$ cat config.mk
export PLATFORM = sky130hd
export DESIGN_NAME = burst_slot_sched
export DESIGN_NICKNAME = d
export VERILOG_FILES = /design/src/rtl/bss_pkg.sv /design/src/rtl/bss_spacing_select.sv /design/src/rtl/bss_slot_timer.sv /design/src/rtl/bss_key_picker.sv /design/src/rtl/burst_slot_sched.sv
export SDC_FILE = /design/constraint.sdc
export NUM_CORES = 1
export LEC_CHECK = 0
export BUFFER_PORTS_ARGS = -buffer_cell sky130_fd_sc_hd__buf_2
export CORE_ASPECT_RATIO = 0.6
export CORE_MARGIN = 2
export CORE_UTILIZATION = 35
export DETAILED_ROUTE_END_ITERATION = 6
export PLACE_DENSITY = 0.58
export SYNTH_ARGS = -nofsm -noshare
export SYNTH_HDL_FRONTEND = slang
export SYNTH_SLANG_ARGS = --single-unit
$ cat constraint.sdc
create_clock -name clk -period 6.1 [get_ports clk]
set_clock_uncertainty 0.05 [all_clocks]
set_input_delay 1.83 -clock clk [delete_from_list [all_inputs] [get_ports clk]]
set_output_delay 1.83 -clock clk [all_outputs]
set_load 0.005 [all_outputs]
$ cat src/rtl/bss_pkg.sv
package bss_pkg;
  localparam int US_W      = 12;
  localparam int CODE_W    = 4;
  localparam int CODE_MAX  = 11;
  localparam int BASE_US   = 500;
  localparam int STEP_US   = 250;
  localparam int MARGIN_US = 100;

  typedef enum logic {ST_IDLE, ST_SLOT} sched_st_t;

  // spacing in microseconds for a fixed code in 1..CODE_MAX
  function automatic logic [US_W-1:0] code_to_us(input logic [CODE_W-1:0] c);
    return US_W'(BASE_US + (int'(c) - 1) * STEP_US);
  endfunction

  // smallest fixed code whose spacing covers conv + margin, saturating
  function automatic logic [CODE_W-1:0] fit_code(input logic [US_W-1:0] conv);
    int need;
    int pick;
    need = int'(conv) + MARGIN_US;
    pick = CODE_MAX;
    for (int c = CODE_MAX; c >= 1; c--) begin
      if (BASE_US + (c - 1) * STEP_US >= need) pick = c;
    end
    return CODE_W'(pick);
  endfunction
endpackage

$ cat src/rtl/bss_spacing_select.sv
module bss_spacing_select
  import bss_pkg::*;
(
  input  logic              clk,
  input  logic              rst_n,
  input  logic [CODE_W-1:0] code_in,
  input  logic [US_W-1:0]   conv_us,
  input  logic              conv_valid,
  input  logic              load,
  output logic [US_W-1:0]   slot_us
);
  logic              fit_done;
  logic [CODE_W-1:0] fit_sel;
  logic [CODE_W-1:0] eff_code;

  // one-shot best fit after reset; default is the longest spacing
  always_ff @(posedge clk) begin
    if (!rst_n) begin
      fit_done <= 1'b0;
      fit_sel  <= CODE_W'(CODE_MAX);
    end else if (conv_valid && !fit_done) begin
      fit_done <= 1'b1;
      fit_sel  <= fit_code(conv_us);
    end
  end

  always_comb begin
    if (code_in == '0)                     eff_code = fit_sel;
    else if (code_in > CODE_W'(CODE_MAX))  eff_code = CODE_W'(CODE_MAX);
    else                                   eff_code = code_in;
  end

  // spacing is captured only when a scan is accepted
  always_ff @(posedge clk) begin
    if (!rst_n)    slot_us <= code_to_us(CODE_W'(CODE_MAX));
    else if (load) slot_us <= code_to_us(eff_code);
  end


  fit_frozen_chk: assert property (@(posedge clk) disable iff (!rst_n)
    fit_done |=> (fit_done && $stable(fit_sel)));


  spacing_range_chk: assert property (@(posedge clk) disable iff (!rst_n)
    (slot_us >= US_W'(BASE_US)) && (slot_us <= code_to_us(CODE_W'(CODE_MAX))));
endmodule

$ cat src/rtl/bss_slot_timer.sv
module bss_slot_timer
  import bss_pkg::*;
(
  input  logic            clk,
  input  logic            rst_n,
  input  logic            run,
  input  logic            restart,
  input  logic            tick,
  input  logic [US_W-1:0] limit,
  output logic            slot_end
);
  logic [US_W-1:0] cnt;

  assign slot_end = run && tick && (cnt == limit - US_W'(1));

  always_ff @(posedge clk) begin
    if (!rst_n)              cnt <= '0;
    else if (restart || !run) cnt <= '0;
    else if (tick)           cnt <= cnt + US_W'(1);
  end


  slot_bound_chk: assert property (@(posedge clk) disable iff (!rst_n)
    run |-> (cnt < limit));
endmodule

$ cat src/rtl/bss_key_picker.sv
module bss_key_picker #(
  parameter int N  = 8,
  parameter int KW = 3
) (
  input  logic [N-1:0]  pend,
  output logic          any,
  output logic [KW-1:0] idx
);
  always_comb begin
    any = |pend;
    idx = '0;
    for (int i = N - 1; i >= 0; i--) begin
      if (pend[i]) idx = KW'(i);
    end
  end
endmodule

$ cat src/rtl/burst_slot_sched.sv
module burst_slot_sched
  import bss_pkg::*;
#(
  parameter  int NUM_KEYS = 8,
  localparam int KEY_W    = (NUM_KEYS > 1) ? $clog2(NUM_KEYS) : 1
) (
  input  logic                clk,
  input  logic                rst_n,
  input  logic [CODE_W-1:0]   spacing_code,
  input  logic                us_tick,
  input  logic                scan_start,
  input  logic [NUM_KEYS-1:0] key_en,
  input  logic [US_W-1:0]     conv_len_us,
  input  logic                conv_len_valid,
  output logic                burst_start,
  output logic [KEY_W-1:0]    burst_key,
  output logic                scan_done
);
  sched_st_t           state;
  logic [NUM_KEYS-1:0] pend;
  logic [NUM_KEYS-1:0] pick_src;
  logic                pick_any;
  logic [KEY_W-1:0]    pick_idx;
  logic                scan_accept;
  logic                slot_end;
  logic                issue;
  logic [US_W-1:0]     slot_us;

  assign scan_accept = (state == ST_IDLE) && scan_start;
  assign pick_src    = scan_accept ? key_en : pend;
  assign issue       = (scan_accept || slot_end) && pick_any;

  bss_spacing_select u_space (
    .clk(clk), .rst_n(rst_n), .code_in(spacing_code),
    .conv_us(conv_len_us), .conv_valid(conv_len_valid),
    .load(scan_accept), .slot_us(slot_us)
  );

  bss_slot_timer u_timer (
    .clk(clk), .rst_n(rst_n), .run(state == ST_SLOT),
    .restart(issue), .tick(us_tick), .limit(slot_us), .slot_end(slot_end)
  );

  bss_key_picker #(.N(NUM_KEYS), .KW(KEY_W)) u_pick (
    .pend(pick_src), .any(pick_any), .idx(pick_idx)
  );

  always_ff @(posedge clk) begin
    if (!rst_n) begin
      state       <= ST_IDLE;
      pend        <= '0;
      burst_start <= 1'b0;
      burst_key   <= '0;
      scan_done   <= 1'b0;
    end else begin
      burst_start <= 1'b0;
      scan_done   <= 1'b0;
      if (scan_accept || slot_end) begin
        if (pick_any) begin
          burst_start <= 1'b1;
          burst_key   <= pick_idx;
          pend        <= pick_src & ~(NUM_KEYS'(1) << pick_idx);
          state       <= ST_SLOT;
        end else begin
          scan_done <= 1'b1;
          pend      <= '0;
          state     <= ST_IDLE;
        end
      end
    end
  end


  strobe_excl_chk: assert property (@(posedge clk) disable iff (!rst_n)
    !(burst_start && scan_done));


  pend_shrink_chk: assert property (@(posedge clk) disable iff (!rst_n)
    (state == ST_SLOT) |=> ((pend & ~$past(pend)) == '0));


  issue_cause_chk: assert property (@(posedge clk) disable iff (!rst_n)
    burst_start |-> ($past(scan_accept) || $past(slot_end)));


  busy_quiet_chk: assert property (@(posedge clk) disable iff (!rst_n)
    (state == ST_SLOT && !slot_end) |=> (!burst_start && !scan_done));
endmodule

==> out/qor_table.md <==
| Step | Parameter | This run |
| --- | --- | --- |
| final layout | Highest-count cells in the layout ignoring fill and taps | sky130_fd_sc_hd__nor2_1 (47), sky130_fd_sc_hd__dfxtp_1 (42), sky130_fd_sc_hd__nand2_1 (39), sky130_fd_sc_hd__inv_1 (36), sky130_fd_sc_hd__buf_2 (33) |
| global routing | Antenna violations before repair | 0 |
| power | Portion of total power attributed to the clock network | 27.0% |
| place | Placed inst area | 4111 µm² |
| place | Pre-CTS setup slack | -165.9 ps |
| route | Post-DR wirelength/cell | 14.42 µm |
| power | Net Switching | 384.2 µW |
| floorplanning | Vertical die dimension | 84.09 µm |
| global routing | Global-route usage over all layers | 16.80% |
| synthesis | Number of warnings issued by yosys | 0 |
| worst setup path | CP delay by family, top | adder cells |
| synthesis | Flip-flop cell with the highest count after synthesis | sky130_fd_sc_hd__dfxtp_1 |
| synthesis | Flops & latches, synth | 42 |
| sta | Max-slew violation count | 0 |
| floorplanning | Effective utilization at floorplan | 35.68% |
| place | Routability congestion estimate from global placement | 0.8787 |
| worst setup path | Logic depth of the worst path, buffers included | 21 |
| worst setup path | Cell with the most instances on the worst path | sky130_fd_sc_hd__inv_1 |
| global routing | Maximum number of pins on one net before global-route repair | 29 |
| clock network | H-Tree Depth | 2 |
| route | First-pass DRT Iterations | 5 |
| worst hold path | Worst min-delay path category | reg -> reg |
| clock network | Post-cts hold buffer count | 0 |
| final layout | Number of standard cells in the layout, taps in and fillers out | 647 |
| global routing | GRT overflow | 0 |
| power | Switching share of power | 35.01% |
| route | Iteration-0 DRC Markers | 239 |
| clock network | CTS max path bufs | 2 |
| worst setup path | Slowest stage delay, CP | 530 ps |
| power | Internal power | 713.2 µW |
| clock network | TritonCTS clock tree | yes |
| route | Post-Route WL | 9.328 mm |
| worst setup path | Reg2reg path depth | 19 |
| synthesis | Post-synthesis cell type with the largest combined area | sky130_fd_sc_hd__dfxtp_1 |
| global routing | Number of global-route vias before repair | 3171 |
| power | Proportion of power drawn by flip-flops and latches | 30.6% |
| power | Leakage component of the power | 1.806 nW |
| worst setup path | Worst Path Arrival | 5980 ps |
| floorplanning | Floorplan die area | 11560 µm² |
| final layout | Proportion of layout cells with a drive suffix above 1 | 15.35% |
| worst setup path | Critical path launch point type | input port |
| final layout | Cell area after layout | 4288 µm² |
| power | Pwr Total | 1.097 mW |
| run | Number of maximum-capacitance constraint violations | 0 |
| sta | Sum of negative setup slack | 0 ps |
| worst setup path | Req. time, crit path | 6210 ps |
| sta | Min Tclk post-route | 5865 ps |
| final layout | Layout Nets | 566 |
| sta | Final WS setup | 234.7 ps |
| sta | Fin Hold WS | 404.9 ps |
| place | Total of buffers placed on input and output ports | 33 |
| worst setup path | Cell-by-cell listing of the critical path | buf_2, and2_1, a311o_1, inv_1, ha_2, xnor2_2, inv_1, fa_1, inv_1, ha_1, inv_1, fa_1, inv_1, fa_1, a21o_1, a21oi_1, xor2_1, a21oi_1, xnor3_1, nand2_1, a21oi_1 |
| worst hold path | Depth of the worst hold-timing path | 2 |
| sta | Headroom to the max-slew limit | 58.38% |
| global routing | First-pass GRT wire length | 15.62 mm |
| synthesis | Synth Area per Inst | 7.977 µm² |
| floorplanning | Cell row count | 29 |
| place | Half-perimeter wire length of the detailed placement result | 7.377 mm |
| route | Remaining antenna violation count after routing | 0 |
| clock network | Total CTS buffers | 5 |
| clock network | Clock edge transition at the registers on the reported setup and hold paths | 60 ps |
| worst setup path | Worst path buffer plus inverter count | 6 |
| route | DRC viols | 0 |
| sta | Setup repair after global routing missed its margin | no |
| final layout | Most common library cell in the layout ignoring fill and taps | sky130_fd_sc_hd__nor2_1 |
| worst setup path | Endpoint class of the critical path | flop |
| synthesis | Area of the mapped netlist | 3741 µm² |
| final layout | Final standard cell utilization of the core | 40.89% |
| sta | Total of endpoints with negative setup slack in the final report | 0 |
| floorplanning | Top-Level Pins | 34 |
| floorplanning | Area of the placeable core | 10490 µm² |
| place | Number of cells in the design after placement | 639 |
| floorplanning | Width of the chip | 137.5 µm |
| synthesis | Share of the synthesized area in the top cell type | 22.47% |
| route | Total vias in the final route | 3443 |
| synthesis | Top area cells in the synthesized netlist | sky130_fd_sc_hd__dfxtp_1 (22%), sky130_fd_sc_hd__ha_1 (7.7%), sky130_fd_sc_hd__xor2_1 (5.6%), sky130_fd_sc_hd__nor2_1 (4.7%), sky130_fd_sc_hd__xnor2_1 (4.0%) |
| synthesis | Net count after synthesis | 528 |
| clock network | Clk sinks | 42 |
| status | Outcome | finished clean |
| sta | Final period util | 96.15% |
| worst setup path | CP max FO | 3 |
| clock network | Clock latency of the later-clocked register in the worst-skew pair | 280 ps |
| synthesis | Sequential area share after synthesis | 22.47% |
| power | Combinational power share | 42.4% |
| power | Worst VDD drop | 0.1181 mV |
| final layout | Area added between synthesis and finish | 14.62% |
| synthesis | Post-synth EDFFs | 0 |
| sta | Fmax achieved | 170.5 MHz |
| worst setup path | Cell with the largest stage delay on the worst path | sky130_fd_sc_hd__fa_1 |
| synthesis | Async set-or-reset flop fraction in the synthesized netlist | 0% |
| route | Via-to-Cell Ratio | 5.321 |
| worst setup path | Setup CP Type | in -> reg |
| sta | Final Hold Viols | 0 |
| power | Power per standard cell area | 255.9 nW/µm² |
| synthesis | Library cells used by synthesis | 76 |
| sta | Pin slew with the least headroom to its limit | 619.6 ps |
| final layout | Layout fillers | 1068 |
| final layout | Antenna diode count | 0 |
| clock network | Cell at the root of the clock tree | sky130_fd_sc_hd__clkbuf_16 |
| synthesis | Number of standard cells after synthesis | 469 |
-- routing by layer --
metal	wire length, µm	GRT usage [%]
met1	5254	26.78
met2	3662	23.02
met3	372	3.400
met4	38	2.718
met5	0	0
-- worst register-to-register path, cell delays in order, from the launching register on --
cell and delay (ps):
sky130_fd_sc_hd__dfxtp_1 370, sky130_fd_sc_hd__a311o_1 300, sky130_fd_sc_hd__inv_1 80, sky130_fd_sc_hd__ha_2 220
sky130_fd_sc_hd__xnor2_2 130, sky130_fd_sc_hd__inv_1 90, sky130_fd_sc_hd__fa_1 500, sky130_fd_sc_hd__inv_1 40
sky130_fd_sc_hd__ha_1 260, sky130_fd_sc_hd__inv_1 50, sky130_fd_sc_hd__fa_1 530, sky130_fd_sc_hd__inv_1 70
sky130_fd_sc_hd__fa_1 440, sky130_fd_sc_hd__a21o_1 190, sky130_fd_sc_hd__a21oi_1 170, sky130_fd_sc_hd__xor2_1 190
sky130_fd_sc_hd__a21oi_1 80, sky130_fd_sc_hd__xnor3_1 340, sky130_fd_sc_hd__nand2_1 70, sky130_fd_sc_hd__a21oi_1 50
-- area by class of cell --
class                      instances  area [µm²]  share of cell area, %
sequential                        42       840.8                  19.61
clock inverter                     1       30.03                 0.7003
clock buffer                       7       132.6                  3.093
timing repair buffer              50       292.8                  6.828
tap                              139       173.9                  4.056
inverter                          37       138.9                  3.239
multi-input combinational        371        2679                  62.47
-- logic make-up (layout without fill, tap and decap cells) --
| kind of cell | count (synthesis) | after routing | share of synthesized area [%] |
|---|---|---|---|
| buffers and inverters | 56 | 95 | 6.488 |
| and+or+nand+nor | 176 | 176 | 23.41 |
| adders and majority gates | 30 | 30 | 11.44 |
| AOI/OAI and AO/OA | 109 | 109 | 21.97 |
| DFF | 42 | 42 | 22.48 |
| xor gates and xnor gates | 43 | 43 | 10.64 |
| muxes | 13 | 13 | 3.579 |
-- worst paths after layout --
path,startpoint,to,slack (ps)
worst min register to register,burst_key[0],burst_key[0],400
worst max-delay path,spacing_code[3],u_space.slot_us[10],230
worst min-delay path,burst_key[0],burst_key[0],400
worst max register to register,u_space.fit_sel[1],u_space.slot_us[10],1750
-- power groups by stage --
| stage | Clock [mW] | Sequential [mW] | Combinational (mW) |
|---|---|---|---|
| after CTS | 0.307 | 0.334 | 0.462 |
| final | 0.296 | 0.335 | 0.466 |
| after detailed placement | 0 | 0.340 | 0.460 |
| after global routing | 0.319 | 0.340 | 0.524 |
| after floorplan | 0 | 0.326 | 0.344 |
| after global placement | 0 | 0.339 | 0.451 |
-- flip-flops by register name (all words and copies together) (netlist names) --
| register | flops |
|---|---|
| burst_key | 3 |
| u_timer.cnt | 12 |
| u_space.fit_done | 1 |
| scan_done | 1 |
| burst_start | 1 |
| u_space.slot_us | 11 |
| state | 1 |
| u_space.fit_sel | 4 |
| pend | 8 |
-- synthesized netlist by cell type, types with 11 or more instances --
cell	number
sky130_fd_sc_hd__o211ai_1	11
sky130_fd_sc_hd__nor2_1	47
sky130_fd_sc_hd__dfxtp_1	42
sky130_fd_sc_hd__ha_1	23
sky130_fd_sc_hd__xor2_1	24
sky130_fd_sc_hd__nand3_1	23
sky130_fd_sc_hd__nor3_1	16
sky130_fd_sc_hd__xnor2_1	17
sky130_fd_sc_hd__a21oi_1	27
sky130_fd_sc_hd__inv_1	36
sky130_fd_sc_hd__nand2_1	39
-- repair_timing --
| action | CTS | global route |
|---|---|---|
| setup buffers | 0 | 0 |
| resized for setup | 0 | 3 |
| endpoints found under the setup margin | 0 | 1 |
Note: power is estimated with default switching activity, not from simulation.
